[config.mk]
export PLATFORM = sky130hd
export DESIGN_NAME = mem_range_guard
export DESIGN_NICKNAME = d
export VERILOG_FILES = /design/src/rtl/mrg_pkg.sv /design/src/rtl/mrg_rule_table.sv /design/src/rtl/mrg_match.sv /design/src/rtl/mem_range_guard.sv
export SDC_FILE = /design/constraint.sdc
export NUM_CORES = 2
export LEC_CHECK = 0
export ABC_AREA = 1
export BUFFER_PORTS_ARGS = -buffer_cell sky130_fd_sc_hd__buf_4
export CORE_AREA = 8 8 531 533
export DETAILED_ROUTE_END_ITERATION = 7
export DIE_AREA = 0 0 539 541
export PLACE_DENSITY = 0.51
export SLEW_MARGIN = 20
export SYNTH_ARGS = -nofsm -noshare
export SYNTH_HDL_FRONTEND = slang
export SYNTH_SLANG_ARGS = --single-unit
[constraint.sdc]
create_clock -name clk -period 3.6 [get_ports clk]
set_clock_uncertainty 0.2 [all_clocks]
set_input_delay 0.36 -clock clk [delete_from_list [all_inputs] [get_ports clk]]
set_output_delay 0.36 -clock clk [all_outputs]
set_load 0.01 [all_outputs]
[src/rtl/mrg_pkg.sv]
package mrg_pkg;
   typedef enum logic [2:0] {
      IDX_CTRL  = 3'd0,
      IDX_ADDR  = 3'd1,
      IDX_ID    = 3'd2,
      IDX_DATA  = 3'd3,
      IDX_DEFLT = 3'd4
   } reg_idx_e;

   localparam int CTRL_COPY_BIT = 5;
   localparam int CTRL_LOAD_BIT = 6;
   localparam int REG_W         = 32;
endpackage

[src/rtl/mrg_rule_table.sv]
module mrg_rule_table
   import mrg_pkg::*;
#(
   parameter int NUM_RULES = 20,
   parameter int SEL_W     = 5,
   parameter int BOUND_W   = 12,
   parameter int ID_W      = 12,
   parameter int PORTS     = 10,
   parameter int SEC_W     = 2,
   localparam int AW_W     = 2 * BOUND_W,
   localparam int IW_W     = 2 * ID_W,
   localparam int DW_W     = SEC_W + 2 + PORTS
) (
   input  logic                 clk,
   input  logic                 rst_n,
   input  logic                 reg_we,
   input  logic [2:0]           reg_idx,
   input  logic [REG_W-1:0]     reg_wdata,
   output logic [REG_W-1:0]     reg_rdata,
   output logic [AW_W-1:0]      rule_addr [NUM_RULES],
   output logic [IW_W-1:0]      rule_id   [NUM_RULES],
   output logic [DW_W-1:0]      rule_data [NUM_RULES],
   output logic [PORTS-1:0]     def_mask,
   output logic [AW_W+IW_W+DW_W-1:0] stg_all
);
   localparam logic [SEL_W:0] NUM_L = (SEL_W+1)'(NUM_RULES);

   logic [SEL_W-1:0] sel_q;
   logic [AW_W-1:0]  stg_addr;
   logic [IW_W-1:0]  stg_id;
   logic [DW_W-1:0]  stg_data;
   logic [SEL_W-1:0] wsel;
   logic             wsel_ok;

   assign wsel    = reg_wdata[SEL_W-1:0];
   assign wsel_ok = {1'b0, wsel} < NUM_L;
   assign stg_all = {stg_addr, stg_id, stg_data};

   always_ff @(posedge clk or negedge rst_n) begin
      if (!rst_n) begin
         sel_q    <= '0;
         stg_addr <= '0;
         stg_id   <= '0;
         stg_data <= '0;
         def_mask <= '0;
         for (int r = 0; r < NUM_RULES; r++) begin
            rule_addr[r] <= '0;
            rule_id[r]   <= '0;
            rule_data[r] <= '0;
         end
      end else if (reg_we) begin
         case (reg_idx)
            IDX_CTRL: begin
               sel_q <= wsel;
               if (wsel_ok && reg_wdata[CTRL_COPY_BIT]) begin
                  rule_addr[wsel] <= stg_addr;
                  rule_id[wsel]   <= stg_id;
                  rule_data[wsel] <= stg_data;
               end else if (wsel_ok && reg_wdata[CTRL_LOAD_BIT]) begin
                  stg_addr <= rule_addr[wsel];
                  stg_id   <= rule_id[wsel];
                  stg_data <= rule_data[wsel];
               end
            end
            IDX_ADDR:  stg_addr <= reg_wdata[AW_W-1:0];
            IDX_ID:    stg_id   <= reg_wdata[IW_W-1:0];
            IDX_DATA:  stg_data <= reg_wdata[DW_W-1:0];
            IDX_DEFLT: def_mask <= reg_wdata[PORTS-1:0];
            default: ;
         endcase
      end
   end

   always_comb begin
      case (reg_idx)
         IDX_CTRL:  reg_rdata = REG_W'(sel_q);
         IDX_ADDR:  reg_rdata = REG_W'(stg_addr);
         IDX_ID:    reg_rdata = REG_W'(stg_id);
         IDX_DATA:  reg_rdata = REG_W'(stg_data);
         IDX_DEFLT: reg_rdata = REG_W'(def_mask);
         default:   reg_rdata = '0;
      endcase
   end
endmodule

[src/rtl/mrg_match.sv]
module mrg_match #(
   parameter int NUM_RULES = 20,
   parameter int SEL_W     = 5,
   parameter int BOUND_W   = 12,
   parameter int ID_W      = 12,
   parameter int PORTS     = 10,
   parameter int PORT_W    = 4,
   parameter int SEC_W     = 2,
   parameter int ADDR_W    = 32,
   localparam int AW_W     = 2 * BOUND_W,
   localparam int IW_W     = 2 * ID_W,
   localparam int DW_W     = SEC_W + 2 + PORTS,
   localparam int VAL_POS  = SEC_W,
   localparam int PM_POS   = SEC_W + 1,
   localparam int RES_POS  = SEC_W + 1 + PORTS
) (
   input  logic [AW_W-1:0]   rule_addr [NUM_RULES],
   input  logic [IW_W-1:0]   rule_id   [NUM_RULES],
   input  logic [DW_W-1:0]   rule_data [NUM_RULES],
   input  logic [PORTS-1:0]  def_mask,
   input  logic [ADDR_W-1:0] txn_addr,
   input  logic [ID_W-1:0]   txn_id,
   input  logic [PORT_W-1:0] txn_port,
   input  logic              txn_secure,
   output logic              hit,
   output logic [SEL_W-1:0]  hit_idx,
   output logic              reject
);
   localparam logic [PORT_W:0] PORTS_L = (PORT_W+1)'(PORTS);

   logic [BOUND_W-1:0]   unit;
   logic                 port_ok;
   logic [NUM_RULES-1:0] match;

   assign unit    = txn_addr[ADDR_W-1 -: BOUND_W];
   assign port_ok = {1'b0, txn_port} < PORTS_L;

   for (genvar r = 0; r < NUM_RULES; r++) begin : g_rule
      logic [BOUND_W-1:0] lo_b, hi_b;
      logic [ID_W-1:0]    lo_i, hi_i;
      logic [PORTS-1:0]   pmask;
      logic [SEC_W-1:0]   sec;
      assign lo_b  = rule_addr[r][BOUND_W-1:0];
      assign hi_b  = rule_addr[r][AW_W-1:BOUND_W];
      assign lo_i  = rule_id[r][ID_W-1:0];
      assign hi_i  = rule_id[r][IW_W-1:ID_W];
      assign pmask = rule_data[r][PM_POS +: PORTS];
      assign sec   = rule_data[r][SEC_W-1:0];
      assign match[r] = rule_data[r][VAL_POS]
                        && (unit >= lo_b) && (unit <= hi_b)
                        && (txn_id >= lo_i) && (txn_id <= hi_i)
                        && port_ok && pmask[txn_port]
                        && sec[txn_secure];
   end

   always_comb begin
      hit     = 1'b0;
      hit_idx = '0;
      reject  = port_ok ? def_mask[txn_port] : 1'b1;
      for (int r = NUM_RULES - 1; r >= 0; r--) begin
         if (match[r]) begin
            hit     = 1'b1;
            hit_idx = SEL_W'(r);
            reject  = rule_data[r][RES_POS];
         end
      end
   end
endmodule

[src/rtl/mem_range_guard.sv]
module mem_range_guard #(
   parameter int NUM_RULES = 20,
   parameter int SEL_W     = 5,
   parameter int BOUND_W   = 12,
   parameter int ID_W      = 12,
   parameter int PORTS     = 10,
   parameter int PORT_W    = 4,
   parameter int SEC_W     = 2,
   parameter int ADDR_W    = 32
) (
   input  logic              clk,
   input  logic              rst_n,
   input  logic              reg_we,
   input  logic [2:0]        reg_idx,
   input  logic [31:0]       reg_wdata,
   output logic [31:0]       reg_rdata,
   input  logic              txn_valid,
   input  logic [ADDR_W-1:0] txn_addr,
   input  logic [ID_W-1:0]   txn_id,
   input  logic [PORT_W-1:0] txn_port,
   input  logic              txn_secure,
   output logic              dec_valid,
   output logic              dec_reject,
   output logic              dec_hit,
   output logic [SEL_W-1:0]  dec_rule
);
   localparam int AW_W = 2 * BOUND_W;
   localparam int IW_W = 2 * ID_W;
   localparam int DW_W = SEC_W + 2 + PORTS;

   if (NUM_RULES > (1 << SEL_W)) begin : g_bad_sel
      $error("rule select too narrow for NUM_RULES");
   end
   if (SEL_W > mrg_pkg::CTRL_COPY_BIT) begin : g_bad_ctrl
      $error("rule select overlaps strobe bits");
   end
   if (AW_W > 32 || IW_W > 32 || DW_W > 32) begin : g_bad_stage
      $error("staging field does not fit a register");
   end
   if (SEC_W != 2) begin : g_bad_sec
      $error("security field must have two bits");
   end
   if ((1 << PORT_W) < PORTS || BOUND_W > ADDR_W) begin : g_bad_port
      $error("port or bound width inconsistent");
   end

   logic [AW_W-1:0]  rule_addr [NUM_RULES];
   logic [IW_W-1:0]  rule_id   [NUM_RULES];
   logic [DW_W-1:0]  rule_data [NUM_RULES];
   logic [PORTS-1:0] def_mask;
   logic [AW_W+IW_W+DW_W-1:0] stg_all;
   logic             m_hit, m_rej;
   logic [SEL_W-1:0] m_idx;

   mrg_rule_table #(
      .NUM_RULES(NUM_RULES), .SEL_W(SEL_W), .BOUND_W(BOUND_W),
      .ID_W(ID_W), .PORTS(PORTS), .SEC_W(SEC_W)
   ) u_table (
      .clk(clk), .rst_n(rst_n), .reg_we(reg_we), .reg_idx(reg_idx),
      .reg_wdata(reg_wdata), .reg_rdata(reg_rdata),
      .rule_addr(rule_addr), .rule_id(rule_id), .rule_data(rule_data),
      .def_mask(def_mask), .stg_all(stg_all)
   );

   mrg_match #(
      .NUM_RULES(NUM_RULES), .SEL_W(SEL_W), .BOUND_W(BOUND_W),
      .ID_W(ID_W), .PORTS(PORTS), .PORT_W(PORT_W), .SEC_W(SEC_W),
      .ADDR_W(ADDR_W)
   ) u_match (
      .rule_addr(rule_addr), .rule_id(rule_id), .rule_data(rule_data),
      .def_mask(def_mask), .txn_addr(txn_addr), .txn_id(txn_id),
      .txn_port(txn_port), .txn_secure(txn_secure),
      .hit(m_hit), .hit_idx(m_idx), .reject(m_rej)
   );

   always_ff @(posedge clk or negedge rst_n) begin
      if (!rst_n) begin
         dec_valid  <= 1'b0;
         dec_reject <= 1'b0;
         dec_hit    <= 1'b0;
         dec_rule   <= '0;
      end else begin
         dec_valid  <= txn_valid;
         dec_reject <= txn_valid & m_rej;
         dec_hit    <= txn_valid & m_hit;
         dec_rule   <= txn_valid ? m_idx : '0;
      end
   end
endmodule

# Word-level counts from Yosys, hierarchy flattened
# Cells that the tools add are included.
[totals]
register_bits = 1325
output_inout_bits = 40
[classes]
n_lt_le_gt_ge = 86
eq_ne = 6
muxes = 170
bitwise_logic = 3
reduce_logical = 153
[op_table]
columns = ["cell", "count"]
rows = [
  ["480-bit bitwise mux", 2],
  ["12-bit >= comparator", 40],
  ["12-bit <= comparator", 40],
  ["280-bit bitwise mux", 1],
  ["24-bit binary-select mux with 5-bit select", 2],
  ["24-bit two-way mux", 9],
  ["1-bit logical AND", 143],
  ["24-bit demux with 5-bit select", 1],
  ["24-bit one-hot mux with 5 select lines", 1],
  ["5-bit two-way mux", 21],
  ["1-bit two-way mux", 102],
  ["24-bit one-hot mux with 2 select lines", 2],
  ["1-bit binary-select mux with 4-bit select", 21],
  ["14-bit binary-select mux with 5-bit select", 1],
  ["14-bit demux with 5-bit select", 1],
  ["14-bit two-way mux", 5],
  ["14-bit one-hot mux with 2 select lines", 1],
  ["4-bit AND reduction", 3],
  ["3-bit by 2-bit == test with 1-bit output, second input constant", 2],
  ["6-bit >= comparator, second input constant", 1],
  ["6-bit by 1-bit < comparator with 1-bit output, second input constant", 1],
  ["5-bit NOT with 6-bit output", 1],
  ["2-bit nonzero test", 3],
  ["4-bit by 5-bit < comparator with 1-bit output, second input constant", 1],
  ["other kinds (11)", 13],
]

# Logic depth before layout (Yosys ltp)
[logic_depth]
ltp_word = 29
depth_mapped = 34

# Hierarchy
# Synthesis repeated with hierarchy kept, for this count alone.
[unflattened]
cells_unflattened = 12272
hier_area_um2 = 88409.8
[by_module_without_submodules]
columns = ["module", "instances", "cells_each", "area_each_um2", "seq_area_each_um2"]
rows = [
  ["mrg_rule_table", 1, 8051, 61357.6, 32956.6],
  ["mrg_match", 1, 4199, 26799.5, 0.0],
  ["mem_range_guard", 1, 22, 252.7, 200.2],
]

# Worst setup path before layout
# Ideal clock, no wire load.
[synth_path]
path_kind = "input port to flip-flop"
startpoint = "in txn_id[0]"
endpoint = "reg dec_reject"
setup_time_ps = 73
arrival_time_ps = 3110
path_slack_ps = 217
cell_stages = 26
path_cell_list = "inv_1 -> ha_1 -> o21ai_0 -> a21boi_0 -> o21ai_0 -> nand2_1 -> nand2_1 -> nand2_1 -> a21boi_0 -> o21ai_0 -> nand3_1 -> or2_0 -> nand3_1 -> nand3_1 -> nand2_1 -> nand2_1 -> nand3_1 -> nand2_1 -> nand2_1 -> nand2_1 -> nand2_1 -> nand2_1 -> nand2_1 -> nand2_1 -> nand2_1 -> a21oi_2"
[synth_between]
elab_chain_cells = 27
[synth_lines]
columns = ["element", "line", "rtl"]
rows = [
  ["start, declared", "mem_range_guard.sv:19", "input logic [ID_W-1:0] txn_id,"],
  ["12-bit >= comparator", "mrg_match.sv:51", "&& (txn_id >= lo_i) && (txn_id <= hi_i)"],
  ["1-bit logical AND (2 in a row)", "mrg_match.sv:51", ""],
  ["1-bit logical AND (2 in a row)", "mrg_match.sv:52", "&& port_ok && pmask[txn_port]"],
  ["1-bit logical AND", "mrg_match.sv:53", "&& sec[txn_secure];"],
  ["1-bit two-way mux (19 in a row)", "mrg_match.sv:61", "if (match[r]) begin"],
  ["1-bit two-way mux *", "mrg_match.sv:61", ""],
  ["1-bit bitwise AND *", "mem_range_guard.sv:84", "dec_reject <= txn_valid & m_rej;"],
  ["end signal, assigned", "mem_range_guard.sv:84", ""],
  ["end, declared", "mem_range_guard.sv:23", "output logic dec_reject,"],
]
# Every way passes the cells marked *; elsewhere a longest branch is shown, timed or not.
# A chain may end at the register's enable or synchronous reset.

# Worst setup path after layout
[layout_path]
startpoint = "reg u_table.rule_addr[168] in the netlist's numbering"
endpoint = "reg dec_reject"
[layout_between]
elab_chain_cells = 22
[layout_lines]
columns = ["element", "line", "rtl"]
rows = [
  ["start, declared", "mrg_rule_table.sv:20", "output logic [AW_W-1:0] rule_addr [NUM_RULES],"],
  ["start signal, assigned by index", "mrg_rule_table.sv:56", "rule_addr[wsel] <= stg_addr;"],
  ["12-bit >= comparator", "mrg_match.sv:50", "&& (unit >= lo_b) && (unit <= hi_b)"],
  ["1-bit logical AND (2 in a row)", "mrg_match.sv:50", ""],
  ["1-bit logical AND (2 in a row)", "mrg_match.sv:51", ""],
  ["1-bit logical AND (2 in a row)", "mrg_match.sv:52", ""],
  ["1-bit logical AND", "mrg_match.sv:53", ""],
  ["1-bit two-way mux (13 in a row)", "mrg_match.sv:61", ""],
  ["1-bit bitwise AND", "mem_range_guard.sv:84", ""],
]
# No other way between the ends.

==> impl_results.md <==
* FF+latch count, synth at 1,325
* Final Net Count at around 11,000
* Post-synthesis cell count at 10,100
* Final setup viols at 0
* Clock buffer depth at 3
* Max VDD drop at 387 uV
* Fillers at about 28,000
* Layout cell share with drive strength beyond 1 at 11.3%
* Finished Layout Cells at 14,100
* Hold Vio Cnt, Final at 0
* Run status: finished, final reports clean
* Wire length on met2 at 155,000 um
* Reg2Reg Setup Slack at 20 ps
* Port bufs at 91
* Cells after DPL at 13,800
* DR pass1 iterations at 6
* Die X at about 540 um
* Synth Flop Type: dfrtp_1
* Leading cell types by count after synthesis: 2,201 x nand2_1, 1,671 x o21ai_0, 1,325 x dfrtp_1, 1,204 x inv_1, 960 x ha_1
* Final instance area at 97,400 um^2
* Initial antenna violation count at 17
* Layout area overhead at 19.5%
* Hold path depth at 4
* H-tree Lvls at 4
* Max FO, Critical Path at 3
* Top Layer Used: met5
* Vias in the first global route at roughly 74,000
* Met3 WL post-DR at 26,400 um
* Period utilization at 99.4%
* Cell taking the most area after synthesis: dfrtp_1
* Die Area at ~290,000 um^2
* Pwr per Cell Area at 398 nW/um^2
* GRT Residual Overflow at 0
* Worst-Margin Slew at 1060 ps
* Post-route DRC at 0
* WHS Endpoint: u_table.stg_id[0]
* Synth area leaders: dfrtp_1 41%, ha_1 15%, o21ai_0 10%, nand2_1 10%, inv_1 5.5%
* Synth top area share at 40.7%
* Hold Startpoint: reg_idx[1]
* R2R Path End: dec_reject
* Required time of the critical path at about 4100 ps
* Placer Congestion at 0.971
* Clk sinks at 1,325
* Routed WL at about 350,000 um
* Starting Density at 29.9%
* Crit. End Element: flop
* Die H at roughly 540 um
* FMAX at 279 MHz
* Initial detailed-routing violation count at about 8,100
* Global Route Usage Sum at 22.9%
* Bufs and invs on worst path at 3
* Number of max-cap violations at 0
* EDFF count, synth at 0
* Unique masters post-synth at 73
* Setup CP Type: flop to flop
* CP startpoint kind: flop
* Pin count of the biggest net entering global routing at 120
* Worst reg2reg path startpoint: u_table.rule_addr[168]
* Final ANT Viol Nets at 0
* Area post-placement at 91,000 um^2
* Register area share after synthesis at 40.7%
* Min-delay worst type: input pin to flop
* Minimum clock period at 3580 ps
* Max Slew Vio Count at 0
* CP max stage delay at 410 ps
* Power after layout at between 30,000 and 40,000 uW
* Clk_lat worst skew at 830 ps
* P_leak at 0.0420 uW
* CP delay by family, top: simple AND/OR/NAND/NOR gates
* YS warnings at 0
* Reg clk slew, reported paths at 60 ps
* Worst Reg-to-Reg Cells at 25
* Synthesized area at 81,500 um^2
* RSZ-0062 raised after global routing: true
* Vias post-DR at between 70,000 and 80,000
* IO Count at around 130
* Worst path slowest cell: dfrtp_1
* Vias per cell at 5.42
* Fin Setup TNS at 0 ps
* CORE AREA at 273,000 um^2
* DP HPWL at 250,000 um
* Syn_area_per_cell at between 8 and 9 um^2
* Max_slew headroom at roughly 28%
* TritonCTS clock tree: done
* CTS buffer count at 162
* Root buffer cell: clkbuf_16
* Most numerous cell in the Yosys netlist: nand2_1
* CP arrival at 4100 ps
* Synth async-reset ratio at 100%
* First-pass GRT wire length at 508,000 um
* Row count at approximately 190
* Wire per inst at roughly 25 um
* CP most frequent cell: nand2_1
* M1 WL at 151,000 um
layout make-up:
cell class | count | area, um^2 | share of cell area (%)
diodes | 6 | 15.0 | 0.0154
clock buffers | 225 | 4710 | 4.83
clock inverters | 63 | 996 | 1.02
inverters | 1214 | 4580 | 4.70
multi-input cells | 6885 | 41800 | 42.9
flip-flops and latches | 1325 | 33200 | 34.0
well taps | 3589 | 4490 | 4.61
repair buffers | 826 | 7700 | 7.91
report_power, final:
group	internal, uW	switching, uW	total, uW
combinational	1670	3880	5550
sequential	15200	218	15400
clock	10800	7050	17800
placed cells by master (no fill, tap or decap), drive strengths merged, types with 51 or more instances in the layout:
cell type,count
ha,960
o221ai,63
a22oi,105
a21oi,473
o2111ai,70
nor2,231
a211oi,51
o21ai,1686
buf,797
nand2,2202
dfrtp,1325
nand3,173
nand4,158
clkbuf,225
o211ai,59
inv,1218
o22ai,356
sequential cells by signal, indices dropped and copies added (netlist names):
register / flops
dec_hit: 1
u_table.rule_addr: 480
u_table.stg_data: 14
dec_valid: 1
u_table.rule_id: 480
u_table.rule_data: 280
u_table.sel_q: 5
dec_rule: 5
u_table.stg_id: 24
dec_reject: 1
u_table.def_mask: 10
u_table.stg_addr: 24
kinds of logic after synthesis:
family / count (synthesis) / synth area share, %
compound gates: 3054 / 21.4
fa+ha+maj: 960 / 14.7
buf+inv: 1848 / 8.81
flops: 1325 / 40.7
mux: 3 / 0.0399
other cells: 1 / 0.00460
simple gates: 2860 / 14.3
timing repair:
item | in CTS | in global routing
pin swaps | 6 | 28
endpoints found under the setup margin | 7 | 7
gates resized for setup | 16 | 60
endpoints found under the hold margin | 529 | 0
hold buffers | 29 | 0
setup buffers | 0 | 5
stage by stage:
step / setup slack [ps] / util [%] / hold WS (ps)
floorplan: 217 / - / -136
global placement: -731 / 33.4 / 192
detailed placement: -615 / 33.4 / 194
CTS: 1.53 / 35.6 / 1.27
global route: -154 / 35.7 / 85.7
finish: 20.4 / 35.7 / 44.3
layer usage:
layer | up-vias | global-route usage [%]
li1 | 35100 | -
met1 | 37700 | 30.9
met2 | 3098 | 36.4
met3 | 650 | 3.96
met4 | 10 | 9.35
met5 | - | 0
worst min-delay path, stage by stage:
cell and delay [ps]:
buf_4 150, nand3_4 310, o211ai_1 110, o21ai_0 80
worst max-delay path by stage:
stage	start	end	slack, ps	depth (start not counted)
final	u_table.rule_addr[168]	dec_reject	20	25
after CTS	u_table.rule_id[335]	dec_rule[2]	2	17
after detailed placement	txn_id[5]	dec_rule[2]	-620	17
after global routing	u_table.rule_id[118]	dec_reject	-150	29
after global placement	txn_id[0]	dec_rule[0]	-730	31
after floorplan	txn_id[0]	dec_reject	220	26
(Power assumes the default switching activity.)
